File: src/rtl/pit_pkg.sv
package pit_pkg;

    typedef enum logic [2:0] {
        RULE_REACHED,
        RULE_BEFORE,
        RULE_MULTIPLE,
        RULE_SQUARE,
        RULE_EQUAL
    } pit_rule_e;

    function automatic pit_rule_e rule_of(input logic [2:0] m);
        case (m)
            3'd1:    return RULE_BEFORE;
            3'd2:    return RULE_MULTIPLE;
            3'd3:    return RULE_SQUARE;
            3'd4,
            3'd5:    return RULE_EQUAL;
            default: return RULE_REACHED;
        endcase
    endfunction

endpackage

File: src/rtl/pit_ctrl.sv
module pit_ctrl #(
    parameter int CNT_W    = 16,
    parameter int CHAN_IDX = 0
) (
    input  logic             clk,
    input  logic             rst,
    input  logic             load,
    input  logic [CNT_W-1:0] load_val,
    input  logic [2:0]       load_mode,
    input  logic             gate,
    output logic [2:0]       mode_o,
    output logic [CNT_W:0]   count_o,
    output logic             gate_o
);
    localparam int REG_W = CNT_W + 1;
    localparam logic [REG_W-1:0] FULL = REG_W'(1) << CNT_W;
    localparam logic GATE_RST = (CHAN_IDX != 2);

    typedef struct packed {
        logic [2:0]       mode;
        logic [REG_W-1:0] count;
        logic             gate;
    } ctrl_t;

    ctrl_t st_d, st_q;

    always_comb begin
        st_d      = st_q;
        st_d.gate = gate;
        if (load) begin
            st_d.mode  = load_mode;
            st_d.count = (load_val == '0) ? FULL : {1'b0, load_val};
        end
    end

    always_ff @(posedge clk) begin
        if (rst) begin
            st_q.mode  <= 3'd3;
            st_q.count <= FULL;
            st_q.gate  <= GATE_RST;
        end else begin
            st_q <= st_d;
        end
    end

    assign mode_o  = st_q.mode;
    assign count_o = st_q.count;
    assign gate_o  = st_q.gate;

    a_r1_reset_state: assert property (@(posedge clk)
        rst |=> (mode_o == 3'd3 && count_o == FULL));

    a_r2_zero_is_full: assert property (@(posedge clk) disable iff (rst)
        (load && load_val == '0) |=> (count_o == FULL));

    a_r2_mode_taken: assert property (@(posedge clk) disable iff (rst)
        load |=> (mode_o == $past(load_mode)));

endmodule

File: src/rtl/pit_elapsed.sv
module pit_elapsed #(
    parameter int CNT_W = 16
) (
    input  logic           clk,
    input  logic           rst,
    input  logic           load,
    input  logic [CNT_W:0] count_i,
    output logic [CNT_W:0] elapsed_o,
    output logic [CNT_W:0] phase_o
);
    localparam int REG_W = CNT_W + 1;
    localparam logic [REG_W-1:0] SAT = '1;

    typedef struct packed {
        logic [REG_W-1:0] elapsed;
        logic [REG_W-1:0] phase;
    } cnt_t;

    cnt_t st_d, st_q;

    always_comb begin
        st_d = st_q;
        if (load) begin
            st_d.elapsed = '0;
            st_d.phase   = '0;
        end else begin
            st_d.elapsed = (st_q.elapsed == SAT) ? SAT : st_q.elapsed + 1'b1;
            st_d.phase   = (st_q.phase == count_i - 1'b1) ? '0 : st_q.phase + 1'b1;
        end
    end

    always_ff @(posedge clk) begin
        if (rst) begin
            st_q <= '0;
        end else begin
            st_q <= st_d;
        end
    end

    assign elapsed_o = st_q.elapsed;
    assign phase_o   = st_q.phase;

    a_r2_restart: assert property (@(posedge clk) disable iff (rst)
        load |=> (elapsed_o == '0 && phase_o == '0));

    a_r9_saturate: assert property (@(posedge clk) disable iff (rst)
        (elapsed_o == SAT && !load) |=> (elapsed_o == SAT));

    a_r6_phase_bound: assert property (@(posedge clk) disable iff (rst)
        phase_o < count_i);

endmodule

File: src/rtl/pit_outdec.sv
module pit_outdec
    import pit_pkg::*;
#(
    parameter int CNT_W = 16
) (
    input  logic [2:0]     mode_i,
    input  logic [CNT_W:0] count_i,
    input  logic [CNT_W:0] elapsed_i,
    input  logic [CNT_W:0] phase_i,
    output logic           out_o
);
    localparam int REG_W = CNT_W + 1;

    logic [REG_W-1:0] half;
    pit_rule_e        rule;

    always_comb begin
        half = (count_i + 1'b1) >> 1;
        rule = rule_of(mode_i);
        case (rule)
            RULE_BEFORE:   out_o = (elapsed_i < count_i);
            RULE_MULTIPLE: out_o = (phase_i == '0) && (elapsed_i != '0);
            RULE_SQUARE:   out_o = (phase_i < half);
            RULE_EQUAL:    out_o = (elapsed_i == count_i);
            default:       out_o = (elapsed_i >= count_i);
        endcase
    end

endmodule

File: src/rtl/pit_channel.sv
module pit_channel #(
    parameter int CNT_W    = 16,
    parameter int CHAN_IDX = 0
) (
    input  logic             clk,
    input  logic             rst,
    input  logic             load,
    input  logic [CNT_W-1:0] load_val,
    input  logic [2:0]       load_mode,
    input  logic             gate,
    output logic             out,
    output logic [2:0]       stat_mode,
    output logic             stat_gate,
    output logic [CNT_W:0]   stat_count
);
    logic [CNT_W:0] elapsed;
    logic [CNT_W:0] phase;

    pit_ctrl #(.CNT_W(CNT_W), .CHAN_IDX(CHAN_IDX)) u_ctrl (
        .clk       (clk),
        .rst       (rst),
        .load      (load),
        .load_val  (load_val),
        .load_mode (load_mode),
        .gate      (gate),
        .mode_o    (stat_mode),
        .count_o   (stat_count),
        .gate_o    (stat_gate)
    );

    pit_elapsed #(.CNT_W(CNT_W)) u_elapsed (
        .clk       (clk),
        .rst       (rst),
        .load      (load),
        .count_i   (stat_count),
        .elapsed_o (elapsed),
        .phase_o   (phase)
    );

    pit_outdec #(.CNT_W(CNT_W)) u_outdec (
        .mode_i    (stat_mode),
        .count_i   (stat_count),
        .elapsed_i (elapsed),
        .phase_i   (phase),
        .out_o     (out)
    );

    a_r3_level_holds: assert property (@(posedge clk) disable iff (rst)
        (stat_mode == 3'd0 && out && !load) |=> out);

    a_r4_stays_low: assert property (@(posedge clk) disable iff (rst)
        (stat_mode == 3'd1 && !out && !load) |=> !out);

    a_r7_single_tick: assert property (@(posedge clk) disable iff (rst)
        ((stat_mode == 3'd4 || stat_mode == 3'd5) && out && !load) |=> !out);

endmodule

File: config.mk
export PLATFORM = sky130hd
export DESIGN_NAME = pit_channel
export DESIGN_NICKNAME = d
export VERILOG_FILES = /design/src/rtl/pit_pkg.sv /design/src/rtl/pit_ctrl.sv /design/src/rtl/pit_elapsed.sv /design/src/rtl/pit_outdec.sv /design/src/rtl/pit_channel.sv
export SDC_FILE = /design/constraint.sdc
export NUM_CORES = 1
export LEC_CHECK = 0
export ABC_AREA = 1
export CORE_ASPECT_RATIO = 2
export CORE_MARGIN = 5
export CORE_UTILIZATION = 52
export CTS_CLUSTER_DIAMETER = 150
export CTS_CLUSTER_SIZE = 25
export DETAILED_ROUTE_END_ITERATION = 8
export PLACE_DENSITY = 0.88
export SKIP_CTS_REPAIR_TIMING = 1
export SYNTH_ARGS = -nofsm -noshare
export SYNTH_HDL_FRONTEND = slang
export SYNTH_SLANG_ARGS = --single-unit
File: constraint.sdc
create_clock -name clk -period 2.5 [get_ports clk]
set_input_delay 0.375 -clock clk [delete_from_list [all_inputs] [get_ports clk]]
set_output_delay 0.375 -clock clk [all_outputs]
set_load 0.01 [all_outputs]
==> results of run 1 <==
Yosys cell counts (3+ instances only):
master / n / area, µm²
inv_1: 81 / 304
nor2_2: 14 / 87.6
clkbuf_1: 4 / 15.0
nor2_4: 3 / 33.8
ha_1: 38 / 475
dfxtp_1: 55 / 1100
nor2_1: 75 / 282
or2_2: 3 / 18.8
xnor2_1: 12 / 105
nand4_1: 14 / 87.6
inv_2: 3 / 11.3
xor2_1: 37 / 324
nand3_1: 38 / 190
nand2_1: 136 / 510
nor3_1: 13 / 65.1
nand3b_1: 6 / 45.0
a21oi_1: 30 / 150
nor4_1: 10 / 62.6
o21ai_0: 29 / 145
worst max-delay path, stage by stage (launching register included):
cell and delay (ps):
dfxtp_4 380, ha_4 150, nand3_4 80, nor2_4 110, nand2_2 70, nor2_4 110
nand4_1 210, nor3_2 290, xor2_1 110, ha_1 310, nand4_1 150, nor2_2 190
nand3_2 110, a21oi_2 160, nor3_2 60, nor2_1 90, nand2_1 90, buf_6 130
worst max-delay path by stage:
stage | depth (start not counted) | to | start | slack, ps
floorplan | 16 | out | u_ctrl.count_o[2] | -210
detailed placement | 17 | out | u_ctrl.count_o[0] | -1050
finish | 17 | out | u_ctrl.count_o[0] | -980
CTS | 17 | out | u_ctrl.count_o[0] | -1450
global route | 19 | out | u_ctrl.count_o[1] | -1150
global placement | 17 | out | u_ctrl.count_o[0] | -790
stage by stage:
step | setup slack [ps] | instance area (µm²) | total power [µW] | instances
detailed placement | -1050 | 5320 | 1470 | 832
finish | -979 | 5540 | 2220 | 841
CTS | -1450 | 5460 | 2190 | 840
floorplan | -209 | 4230 | 1240 | 623
global route | -1150 | 5540 | 2310 | 841
global placement | -792 | 5320 | 1450 | 832
sequential cells by signal (all words and copies together), names as in the netlist:
register	cells
u_elapsed.elapsed_o	17
u_ctrl.mode_o	3
u_ctrl.gate_o	1
u_elapsed.phase_o	17
u_ctrl.count_o	17
report_power, final:
part,leakage [µW],internal (µW),switching (µW)
Sequential,0.000450,898,22.5
Combinational,0.00202,246,320
Clock,0.0000675,377,354
Total,0.00253,1520,696
cells by family (layout without fill, tap and decap cells):
family	after synthesis	in the layout
flops	55	55
fa+ha+maj	38	38
buf+inv	93	215
compound gates	66	66
simple gates	322	322
xor+xnor	49	49
layer usage:
metal	vias up	wire (µm)	track usage
met5	-	0	0
met1	2139	4430	0.259
met3	108	765	0.0441
li1	2256	-	-
met4	0	1450	0.256
met2	252	7110	0.497
layout make-up:
class / instances / area share
clock buffer: 6 / 0.0233
clock inverter: 2 / 0.00293
inverter: 84 / 0.0573
multi-input combinational: 475 / 0.507
sequential: 55 / 0.201
tap: 96 / 0.0217
timing repair buffer: 123 / 0.187
==> results.yml, run 1 <==
run_status:
  outcome: "complete, but fails checks"
  violations: "negative setup slack"
placed_design:
  hpwl_um: 10700
  place_congestion: 0.946
  portBuffers: 44
finish:
  drive_above_1_share: 0.180
  final_common_cell: "nand2_1"
  final_util: 0.703
  final_nets: 805
  syn2layout_area_growth_pct: 32.1
  antenna_cells: 0
  regArea_um2: 1110
  multi_input_area_um2: 2810
  fillers: 577
  layout_common_cells: "nand2_1 (135), inv_1 (79), buf_4 (78)"
route:
  postRouteAntennaNets: 0
  vias_per_cell: 5.65
  vias: 4755
  drt_wl_total_um: 13800
  drcViolationCount: 0
  drtIter0Drc: 477
  first_pass_iters: 7
  routedWlPerCell_um: 16.4
worst_setup_path:
  endpoint_kind: "primary output"
  reg2reg_setup_slack_ps: 190
  startpoint_type: "register"
  r2r.worst_path.cells: 14
  r2r_end: "u_elapsed.phase_o[1]"
  crit_fanout: 4
  required_ps: 2120
  rr_startpoint: "u_ctrl.count_o[0]"
  timing_worst_setup_path_type: "reg -> out"
  arrival_ps: 3100
min_path:
  holdPathEnd: "u_elapsed.elapsed_o[16]"
  hp-start: "u_elapsed.elapsed_o[16]"
  hp-class: "reg -> reg"
  holdPathStages: 2
synth:
  synth_top_family_by_area: "simple AND/OR/NAND/NOR gates"
  synth_xor_area_frac: 0.102
  synth_edf_count: 0
  synth-adder-area-share: 0.113
  synth_compound_area_frac: 0.0826
  syn_avg_cell_area_um2: 6.73
  post_synth_and_or_nand_nor_area_fraction: 0.350
  muxShareOfSynthArea: 0
  ys_ff_latch: 55
  syn_nets: 684
  syn_area_um2: 4200
  ys.flop_type: "dfxtp_1"
  yosysWarnings: 0
  synth_seq_area_share: 0.262
  synthArstFlopShare: 0
  synthCells: 623
  synth_cell_type_count: 37
sta:
  fin_hold_ws_ps: 508
  fmax_mhz: 287
  fin_crit_ps: 3480
  slew_viol_final: 0
  maxSlewHeadroom: 0.545
  tightest_slew_ps: 676
  setup_viol_count_final: 1
  period_share: 1.39
  hold_violations: 0
  rsz0062_at_grt: "true"
  tns_ps: -979
  worst_slack_ps: -979
  clock_skew_ps: 6.91
floorplanning:
  row_count: 46
  die-area_um2: 10100
  die_x_um: 73.5
  initial_core_util: 0.532
  coreArea_um2: 7890
  io_pins: 45
  die_height_um: 137
clocking:
  clkTransAtPathRegs_ps: 80
  cts_buffer_depth: 2
  cts_tree: "built"
  clock_latency_ps: 300
  clock-root-buffer: "clkbuf_16"
  cts-htree-levels: 2
  cts_buffers: 5
  cts_sinks: 55
global_routing:
  first_global_vias: 4822
  grt_pass1_wl_um: 21800
  grt_remaining_overflow: 0
  track_usage: 0.280
  grt_max_degree: 28
  antenna_found_initial: 0
power_and_ir_drop:
  leakagePower_uw: 0.00253
  ir_drop_v: 0.000518
  power.density_nw_per_um2: 400
job:
  maxCapViolations: 0
Note: power is estimated with default switching activity, not from simulation.
==> run 2, diff against run 1 <==
Settings changed: CORE_MARGIN 5 to default, CTS_CLUSTER_SIZE 25 to 12, SETUP_SLACK_MARGIN from default to 0.02.
==> results.yml, run 2 (same netlist as run 1, synthesis figures left out) <==
global_routing:
  grt_max_degree: 25
  antenna_found_initial: 0
  grt_pass1_wl_um: 21600
  grt_remaining_overflow: 0
  first_global_vias: 4783
  track_usage: 0.340
min_path:
  hp-class: "reg -> reg"
clocking:
  cts-htree-levels: 2
  cts_tree: "built"
  clock_latency_ps: 310
  clkTransAtPathRegs_ps: 80
  cts_buffer_depth: 2
  cts_buffers: 5
  clock-root-buffer: "clkbuf_16"
  cts_sinks: 55
route:
  first_pass_iters: 5
  drt_wl_total_um: 13900
  drtIter0Drc: 399
  routedWlPerCell_um: 16.5
  vias: 4816
  vias_per_cell: 5.71
  postRouteAntennaNets: 0
  drcViolationCount: 0
sta:
  hold_violations: 0
  tightest_slew_ps: 657
  maxSlewHeadroom: 0.558
  clock_skew_ps: 8.53
  tns_ps: -1050
  fin_crit_ps: 3550
  fmax_mhz: 282
  setup_viol_count_final: 1
  rsz0062_at_grt: "true"
  period_share: 1.42
  slew_viol_final: 0
  worst_slack_ps: -1050
worst_setup_path:
  arrival_ps: 3170
  endpoint_kind: "primary output"
  required_ps: 2120
  crit_fanout: 4
  cp_num_buf_inv: 1
  startpoint_type: "register"
  critical_path.top_delay_family: "simple AND/OR/NAND/NOR gates"
  cp_slowest_cell: "dfxtp_4"
  worstPathCellList: "ha_4 -> nand3_2 -> nor2_2 -> nand2_1 -> nor2_2 -> nand4_1 -> nor3_2 -> xor2_1 -> ha_1 -> nand4_1 -> nor2_2 -> nand3_1 -> a21oi_2 -> nor3_1 -> nor2_1 -> nand2_1 -> buf_2"
  cp_common_cell: "nor2_2"
  critical_path.max_stage_delay_ps: 380
  timing_worst_setup_path_type: "reg -> out"
power_and_ir_drop:
  leakagePower_uw: 0.00255
  power.density_nw_per_um2: 404
  ir_drop_v: 0.000472
floorplanning:
  initial_core_util: 0.532
  die_x_um: 65.5
  die_height_um: 129
  io_pins: 45
  row_count: 46
  die-area_um2: 8450
  coreArea_um2: 7890
placed_design:
  dp.cells: 834
  pre_cts_ws_ps: -1050
  hpwl_um: 10800
  dpl_cell_area_um2: 5330
  place_congestion: 0.993
  portBuffers: 44
run_status:
  violations: "negative setup slack"
  outcome: "complete, but fails checks"
finish:
  layout_common_cells: "nand2_1 (136), buf_4 (81), inv_1 (79)"
  antenna_cells: 0
  syn2layout_area_growth_pct: 31.8
  final_nets: 807
  finalNonFillerCells: 843
  drive_above_1_share: 0.179
  fin_area_um2: 5530
  final_common_cell: "nand2_1"
job:
  maxCapViolations: 0
-- run 2: path summary, 6_finish.rpt --
check | start | depth (start not counted) | endpoint | slack (ps)
hold / removal | u_elapsed.elapsed_o[0] | 1 | u_elapsed.elapsed_o[0] | 510
setup / recovery | u_ctrl.count_o[0] | 17 | out | -1050
setup reg to reg | u_ctrl.count_o[0] | 14 | u_elapsed.phase_o[5] | 210
hold reg to reg | u_elapsed.elapsed_o[0] | 1 | u_elapsed.elapsed_o[0] | 510
-- run 2: area by class of cell --
cell class | count | area (µm²)
Multi-Input combinational cell | 475 | 2790
Fill cell | 587 | 2360
Sequential cell | 55 | 1110
Timing Repair Buffer | 125 | 1040
Inverter | 84 | 318
Clock buffer | 5 | 125
Tap cell | 96 | 120
Clock inverter | 3 | 22.5
-- run 2: power breakdown --
| group | leakage (µW) | internal [µW] | switching [µW] |
|---|---|---|---|
| clock network | 0.0000746 | 379 | 376 |
| logic | 0.00202 | 244 | 311 |
| registers | 0.000450 | 898 | 23.8 |
| total | 0.00255 | 1520 | 711 |
-- run 2: per-stage QoR --
stage	hold WS, ps	total power (µW)	utilization
after floorplan	451	1240	-
after global placement	479	1460	0.676
after detailed placement	491	1480	0.676
after CTS	506	2210	0.695
after global routing	536	2320	0.701
final	506	2230	0.701
-- run 2: routing by layer --
layer / wire, µm / up-vias / GRT usage
met2: 7420 / 231 / 0.629
li1: - / 2260 / -
met5: 0 / - / 0
met1: 4600 / 2229 / 0.314
met4: 1160 / 0 / 0.284
met3: 710 / 96 / 0.0511
